File: config.mk
export PLATFORM = sky130hd
export DESIGN_NAME = opf_stage
export DESIGN_NICKNAME = d
export VERILOG_FILES = /design/src/rtl/opf_pkg.sv /design/src/rtl/opf_regbank.sv /design/src/rtl/opf_afwd.sv /design/src/rtl/opf_bsel.sv /design/src/rtl/opf_stage.sv
export SDC_FILE = /design/constraint.sdc
export NUM_CORES = 1
export LEC_CHECK = 0
export ABC_CLOCK_PERIOD_IN_PS = 1500
export BUFFER_PORTS_ARGS = -buffer_cell sky130_fd_sc_hd__buf_2
export CAP_MARGIN = 30
export CORE_ASPECT_RATIO = 0.5
export CORE_MARGIN = 1.5
export CORE_UTILIZATION = 43
export DETAILED_ROUTE_END_ITERATION = 16
export PLACE_DENSITY = 0.71
export SYNTH_ARGS = -nofsm -noshare
export SYNTH_HDL_FRONTEND = slang
export SYNTH_SLANG_ARGS = --single-unit
export TNS_END_PERCENT = 1
File: constraint.sdc
create_clock -name clk -period 1.5 [get_ports clk]
set_clock_uncertainty 0.15 [all_clocks]
set_input_delay 0.3 -clock clk [delete_from_list [all_inputs] [get_ports clk]]
set_output_delay 0.3 -clock clk [all_outputs]
set_load 0.01 [all_outputs]
File: src/rtl/opf_pkg.sv
package opf_pkg;
    typedef enum logic [1:0] {
        BSRC_REG  = 2'b00,
        BSRC_ZX4  = 2'b01,
        BSRC_SX4  = 2'b10,
        BSRC_HI12 = 2'b11
    } bsrc_e;

    localparam logic [3:0] PREFIX_OPCODE = 4'hD;
endpackage

File: src/rtl/opf_regbank.sv
module opf_regbank #(
    parameter int DW   = 16,
    parameter int NREG = 16,
    localparam int AW  = $clog2(NREG)
) (
    input  logic          clk,
    input  logic          rst_n,
    input  logic          we,
    input  logic [AW-1:0] waddr,
    input  logic [DW-1:0] wdata,
    input  logic [AW-1:0] raddr,
    output logic [DW-1:0] rdata
);
    logic [DW-1:0] mem_q [NREG];

    always_ff @(posedge clk or negedge rst_n) begin
        if (!rst_n) begin
            for (int i = 0; i < NREG; i++) mem_q[i] <= '0;
        end else if (we && (waddr != '0)) begin
            mem_q[waddr] <= wdata;
        end
    end

    always_comb begin
        rdata = (raddr == '0) ? '0 : mem_q[raddr];
    end
endmodule

File: src/rtl/opf_afwd.sv
module opf_afwd #(
    parameter int DW = 16,
    parameter int AW = 4
) (
    input  logic          fwd_en,
    input  logic          wr_en,
    input  logic [AW-1:0] wr_sel,
    input  logic [AW-1:0] src_sel,
    input  logic [DW-1:0] rd_data,
    input  logic [DW-1:0] wb_data,
    output logic [DW-1:0] a_next,
    output logic          hit
);
    always_comb begin
        hit    = fwd_en && wr_en && (wr_sel == src_sel) && (wr_sel != '0);
        a_next = hit ? wb_data : rd_data;
    end
endmodule

File: src/rtl/opf_bsel.sv
module opf_bsel
    import opf_pkg::*;
#(
    parameter int DW   = 16,
    parameter int IMMW = 4,
    localparam int HW  = DW - IMMW
) (
    input  bsrc_e         mode,
    input  logic          pend,
    input  logic [DW-1:0] insn,
    input  logic [DW-1:0] rd_b,
    input  logic [DW-1:0] b_cur,
    output logic [DW-1:0] b_next,
    output logic          pend_next
);
    logic [IMMW-1:0] nib;
    logic [HW-1:0]   hi_keep;

    always_comb begin
        nib       = insn[IMMW-1:0];
        hi_keep   = b_cur[DW-1:IMMW];
        b_next    = b_cur;
        pend_next = 1'b0;
        unique case (mode)
            BSRC_REG: b_next = rd_b;
            BSRC_ZX4: b_next = pend ? {hi_keep, nib} : {{HW{1'b0}}, nib};
            BSRC_SX4: b_next = pend ? {hi_keep, nib} : {{HW{nib[IMMW-1]}}, nib};
            BSRC_HI12: begin
                b_next    = {insn[HW-1:0], b_cur[IMMW-1:0]};
                pend_next = 1'b1;
            end
            default: b_next = b_cur;
        endcase
    end
endmodule

File: src/rtl/opf_stage.sv
module opf_stage
    import opf_pkg::*;
#(
    parameter int DW   = 16,
    parameter int NREG = 16,
    parameter int IMMW = 4,
    localparam int AW  = $clog2(NREG),
    localparam int NCOPY = 2
) (
    input  logic          clk,
    input  logic          rst_n,
    input  logic          run_en,
    input  logic [DW-1:0] insn,
    input  logic [AW-1:0] src_a_sel,
    input  logic [AW-1:0] src_b_sel,
    input  logic          wr_en,
    input  logic [AW-1:0] wr_sel,
    input  logic [DW-1:0] wb_data,
    input  logic          fwd_en,
    input  logic [1:0]    b_mode,
    input  logic          st_en,
    output logic [DW-1:0] a_q,
    output logic [DW-1:0] b_q,
    output logic [DW-1:0] sd_q
);
    typedef struct packed {
        logic [DW-1:0] a;
        logic [DW-1:0] b;
        logic [DW-1:0] sd;
        logic          pfx;
    } stage_t;

    stage_t st_d, st_q;

    logic [AW-1:0] rsel [NCOPY];
    logic [DW-1:0] rdat [NCOPY];
    logic          bank_we;

    assign bank_we = run_en && wr_en;
    assign rsel[0] = src_a_sel;
    assign rsel[1] = src_b_sel;

    for (genvar c = 0; c < NCOPY; c++) begin : g_copy
        opf_regbank #(.DW(DW), .NREG(NREG)) u_bank (
            .clk   (clk),
            .rst_n (rst_n),
            .we    (bank_we),
            .waddr (wr_sel),
            .wdata (wb_data),
            .raddr (rsel[c]),
            .rdata (rdat[c])
        );
    end

    logic [DW-1:0] a_nx;
    logic          a_hit;

    opf_afwd #(.DW(DW), .AW(AW)) u_afwd (
        .fwd_en  (fwd_en),
        .wr_en   (wr_en),
        .wr_sel  (wr_sel),
        .src_sel (src_a_sel),
        .rd_data (rdat[0]),
        .wb_data (wb_data),
        .a_next  (a_nx),
        .hit     (a_hit)
    );

    logic [DW-1:0] b_nx;
    logic          pfx_nx;

    opf_bsel #(.DW(DW), .IMMW(IMMW)) u_bsel (
        .mode      (bsrc_e'(b_mode)),
        .pend      (st_q.pfx),
        .insn      (insn),
        .rd_b      (rdat[1]),
        .b_cur     (st_q.b),
        .b_next    (b_nx),
        .pend_next (pfx_nx)
    );

    always_comb begin
        st_d = st_q;
        if (run_en) begin
            st_d.a   = a_nx;
            st_d.b   = b_nx;
            st_d.pfx = pfx_nx;
            if (st_en) st_d.sd = rdat[1];
        end
    end

    always_ff @(posedge clk or negedge rst_n) begin
        if (!rst_n) st_q <= '0;
        else        st_q <= st_d;
    end

    assign a_q  = st_q.a;
    assign b_q  = st_q.b;
    assign sd_q = st_q.sd;

    // Stalled cycles freeze every output register and the pending prefix
    assert_stall_hold_R11: assert property (@(posedge clk) disable iff (!rst_n)
        !run_en |=> ($stable(a_q) && $stable(b_q) && $stable(sd_q) && $stable(st_q.pfx)));

    // Register 0 never yields anything but zero on port A
    assert_zero_reg_R3: assert property (@(posedge clk) disable iff (!rst_n)
        (run_en && src_a_sel == '0) |=> (a_q == '0));

    // Both copies agree whenever they are addressed alike
    assert_copies_match_R2: assert property (@(posedge clk) disable iff (!rst_n)
        (src_a_sel == src_b_sel) |-> (rdat[0] == rdat[1]));

    // Bypass delivers the write-back value
    assert_bypass_R5: assert property (@(posedge clk) disable iff (!rst_n)
        (run_en && fwd_en && wr_en && wr_sel == src_a_sel && wr_sel != '0)
        |=> (a_q == $past(wb_data)));

    // Prefix fills upper field and keeps the low nibble
    assert_prefix_load_R8: assert property (@(posedge clk) disable iff (!rst_n)
        (run_en && b_mode == 2'b11)
        |=> (b_q[DW-1:IMMW] == $past(insn[DW-IMMW-1:0]))
            && (b_q[IMMW-1:0] == $past(b_q[IMMW-1:0])) && st_q.pfx);

    // Completion after a prefix touches only the low nibble
    assert_prefix_done_R9: assert property (@(posedge clk) disable iff (!rst_n)
        (run_en && st_q.pfx && (b_mode == 2'b01 || b_mode == 2'b10))
        |=> (b_q[DW-1:IMMW] == $past(b_q[DW-1:IMMW])) && !st_q.pfx);

    // Store data holds when not requested
    assert_store_hold_R10: assert property (@(posedge clk) disable iff (!rst_n)
        !st_en |=> $stable(sd_q));
endmodule

==> impl_metrics.env <==
export IMPL_status="finished, violations left"
export IMPL_violations="negative setup slack"
export IMPL_path_cells="buf_6 > mux4_2 > o22ai_2 > nor2_1 > a221o_1"
export IMPL_cts_max_level=1
export IMPL_cpPeakStageDelay_ns=0.49
export IMPL_postSynthAreaPerCell_um2=14.33
export IMPL_max_freq_mhz=559.7
export IMPL_crit_path_top_delay_cell="mux4_2"
export IMPL_ys_seq_area_share_pct=49.28
export IMPL_gr_usage_all_layers_pct=25.34
export IMPL_finalPower_uw=23940
export IMPL_yosysTopAreaCell="dfrtp_1"
export IMPL_min_path_type="in2reg"
export IMPL_clk_latency_ns=0.58
export IMPL_synth_fp_nets=1133
export IMPL_grt_pass1_wl_um=71500
export IMPL_crit_cells=5
export IMPL_critical_path_required_ns=1.80
export IMPL_wl_per_cell_um=26.32
export IMPL_fin_cells=1740
export IMPL_critPathBufInv=1
export IMPL_netlist_top_cells_area="dfrtp_1, mux4_2, mux2_2, nand2_1, clkbuf_1"
export IMPL_tightest_slew_ns=0.5091
export IMPL_layout_min_cycle_time_ns=1.787
export IMPL_place_gp_congestion=0.8815
export IMPL_synthCells=1081
export IMPL_whs_path_depth=2
export IMPL_drive_gt1_share_pct=53.48
export IMPL_cts_buffers=29
export IMPL_nNetsFinal=1295
export IMPL_cp_max_fo=2
export IMPL_worst_ir_drop_vdd_uv=654.4
export IMPL_reg2reg_depth=5
export IMPL_postCtsSetupBuffers=0
export IMPL_synth_ff_type="dfrtp_1"
export IMPL_cts_max_path_buffers=3
export IMPL_power_density_nw_per_um2=1266
export IMPL_tritoncts="done"
export IMPL_via_per_inst=6.172
export IMPL_drcViolationCount=0
export IMPL_drv_slew=0
export IMPL_report_final_setup_viol=94
export IMPL_synth_top_area_share_pct=49.28
export IMPL_io_pins=100
export IMPL_num_vias=10739
export IMPL_leakagePower_uw=0.008309
export IMPL_async_flop_share_pct=100.0
export IMPL_drt_first_pass_iters=5
export IMPL_drtIter0Drc=934
export IMPL_rows=48
export IMPL_clock_sink_count=305
export IMPL_endpoint_kind="flop"
export IMPL_finish_utilization_pct=54.09
export IMPL_fp_coreArea_um2=34950
export IMPL_hold_violations=0
export IMPL_netlist_area_um2=15490
export IMPL_cap_violations=0
export IMPL_antenna_found_initial=0
export IMPL_syn2layout_area_growth_pct=22.08
export IMPL_path_clk_slew_ns=0.07
export IMPL_routed_wirelength_um=45790
export IMPL_nFillCells=2788
export IMPL_port_buffers=95
export IMPL_cp_top_family="multiplexers"
export IMPL_first_global_vias=11546
export IMPL_cp_data_arrival_time_ns=2.09
export IMPL_period_share_pct=119.1
export IMPL_root_buffer="clkbuf_16"
export IMPL_ys_warn_count=0
export IMPL_grt_max_degree=46
export IMPL_antenna_left=0
export IMPL_design_die_area_um2=37230
export IMPL_rsz0062_at_grt="true"
export IMPL_critical_path_startpoint_type="flop"
export IMPL_die_x_um=271.4
export IMPL_dp_hpwl_um=31110
export IMPL_slew_headroom_pct=66.06
export IMPL_start_util_pct=44.30
export IMPL_ys_ff_latch=305
export IMPL_die_h_um=137.2
export IMPL_dp_cells=1670
export IMPL_grt_overflow=0
export IMPL_setup_ws_ns=-0.2868
export IMPL_netlist_cell_type_count=40
export IMPL_synth_edf_count=0
export IMPL_path_class="reg2reg"
## cells by family after synthesis
group,synth area share [%]
AO/OA/AOI/OAI,5.736
multiplexers,36.14
AND/OR/NAND/NOR,4.945
XOR/XNOR,0.2262
flip-flops,49.28
adder cells (fa/ha/maj),0.2586
buffers and inverters,3.410
## worst paths after layout
path / endpoint / startpoint / slack [ns]
max: a_q[3]$_DFFE_PN0P_ / g_copy[0].u_bank.mem_q[3]$_DFFE_PN0P_ / -0.29
min: g_copy[0].u_bank.mem_q[216]$_DFFE_PN0P_ / wb_data[8] / 0.03
max reg2reg: a_q[3]$_DFFE_PN0P_ / g_copy[0].u_bank.mem_q[3]$_DFFE_PN0P_ / -0.29
min reg2reg: g_copy[0].u_bank.mem_q[249]$_DFFE_PN0P_ / g_copy[0].u_bank.mem_q[249]$_DFFE_PN0P_ / 0.25
max in group asynchronous: g_copy[0].u_bank.mem_q[215]$_DFFE_PN0P_ / rst_n / 0.50
min in group asynchronous: g_copy[0].u_bank.mem_q[147]$_DFFE_PN0P_ / rst_n / 0.08
## cell usage after synthesis (2+ instances only)
| master | instances |
|---|---|
| o21ai_0 | 7 |
| nand2b_1 | 5 |
| nand4b_1 | 2 |
| o22ai_1 | 32 |
| nor3_1 | 2 |
| nor4_1 | 2 |
| buf_2 | 33 |
| buf_4 | 10 |
| nand2_1 | 63 |
| a22oi_1 | 2 |
| and2_1 | 2 |
| xor2_1 | 4 |
| or3_1 | 4 |
| a22o_1 | 19 |
| nand4_1 | 13 |
| mux4_2 | 128 |
| buf_1 | 5 |
| a21oi_1 | 32 |
| mux2_1 | 19 |
| nor2_1 | 44 |
| buf_6 | 3 |
| clkbuf_1 | 59 |
| a221o_1 | 16 |
| dfrtp_1 | 305 |
| a41o_1 | 12 |
| or4_1 | 2 |
| nor2b_1 | 18 |
| clkbuf_2 | 2 |
| mux2_2 | 222 |
| maj3_1 | 4 |
## cells in the final DEF (no fill, tap or decap), types with 12 or more instances in the layout
master / netlist / routed
dfrtp_1: 305 / 305
mux2_2: 222 / 222
mux4_2: 128 / 128
buf_4: 10 / 95
buf_2: 33 / 82
nor2_1: 44 / 35
buf_12: 0 / 35
nand2_1: 63 / 34
a21oi_1: 32 / 30
nand2_2: 1 / 30
clkbuf_16: 0 / 29
o22ai_1: 32 / 23
a22o_1: 19 / 19
nor2b_1: 18 / 18
mux2_1: 19 / 18
dlygate4sd3_1: 0 / 17
a221o_1: 16 / 16
nand4_1: 13 / 13
buf_6: 3 / 13
a41o_1: 12 / 12
## worst register-to-register path, cell delays in order (launching register included)
cell	delay [ns]
dfrtp_1	0.40
buf_6	0.12
mux4_2	0.49
o22ai_2	0.16
nor2_1	0.05
a221o_1	0.30
## area by class of cell
type | instances | area, µm² | share of cell area [%]
Antenna cell | 1 | 2.502 | 0.01324
Clock buffer | 38 | 779.5 | 4.123
Clock inverter | 14 | 239.0 | 1.264
Inverter | 1 | 3.754 | 0.01985
Multi-Input combinational cell | 663 | 7498 | 39.66
Sequential cell | 305 | 7632 | 40.37
Tap cell | 475 | 594.3 | 3.144
Timing Repair Buffer | 243 | 2156 | 11.40
## sequential cells by signal (all words and copies together) (netlist names)
register and cells:
sd_q 16, g_copy.u_bank.mem_q 256, b_q 16, st_q 1, a_q 16
## through the flow
stage / TNS, ns / worst slack [ns] / hold WS, ns / cell area (µm²)
after floorplan: -80.58 / -0.4272 / -0.1456 / 15580
after global placement: -108.66 / -0.7006 / 0.09242 / 17490
after detailed placement: -113.37 / -0.6392 / 0.09493 / 17500
after CTS: -9.908 / -0.2804 / 0.002999 / 18860
after global routing: -13.09 / -0.3503 / 0.02621 / 18900
final: -9.162 / -0.2868 / 0.02686 / 18910
## where the power goes
group	switching (µW)	total, µW	internal (µW)	leakage [µW]
Clock	3310	8010	4710	0.000502
Sequential	1150	10900	9720	0.00391
Combinational	2050	5050	3000	0.00390
## layer usage
metal	part of all wire [%]	wire length (µm)	global-route usage [%]	vias up
met3	7.6	3481	5.176	123
met1	40	18490	33.79	5675
met2	48	21760	40.83	485
li1	-	-	-	4456
met4	4.5	2064	10.90	0
met5	0	0	0	-
## repair_timing
item / 4_1_cts / 5_1_grt
setup endpoints to repair: 95 / 96
hold endpoints to repair: 324 / 0
gates resized for setup: 51 / 8
pin swaps: 54 / 10
hold buffers: 17 / 0
Note: power is estimated with default switching activity, not from simulation.
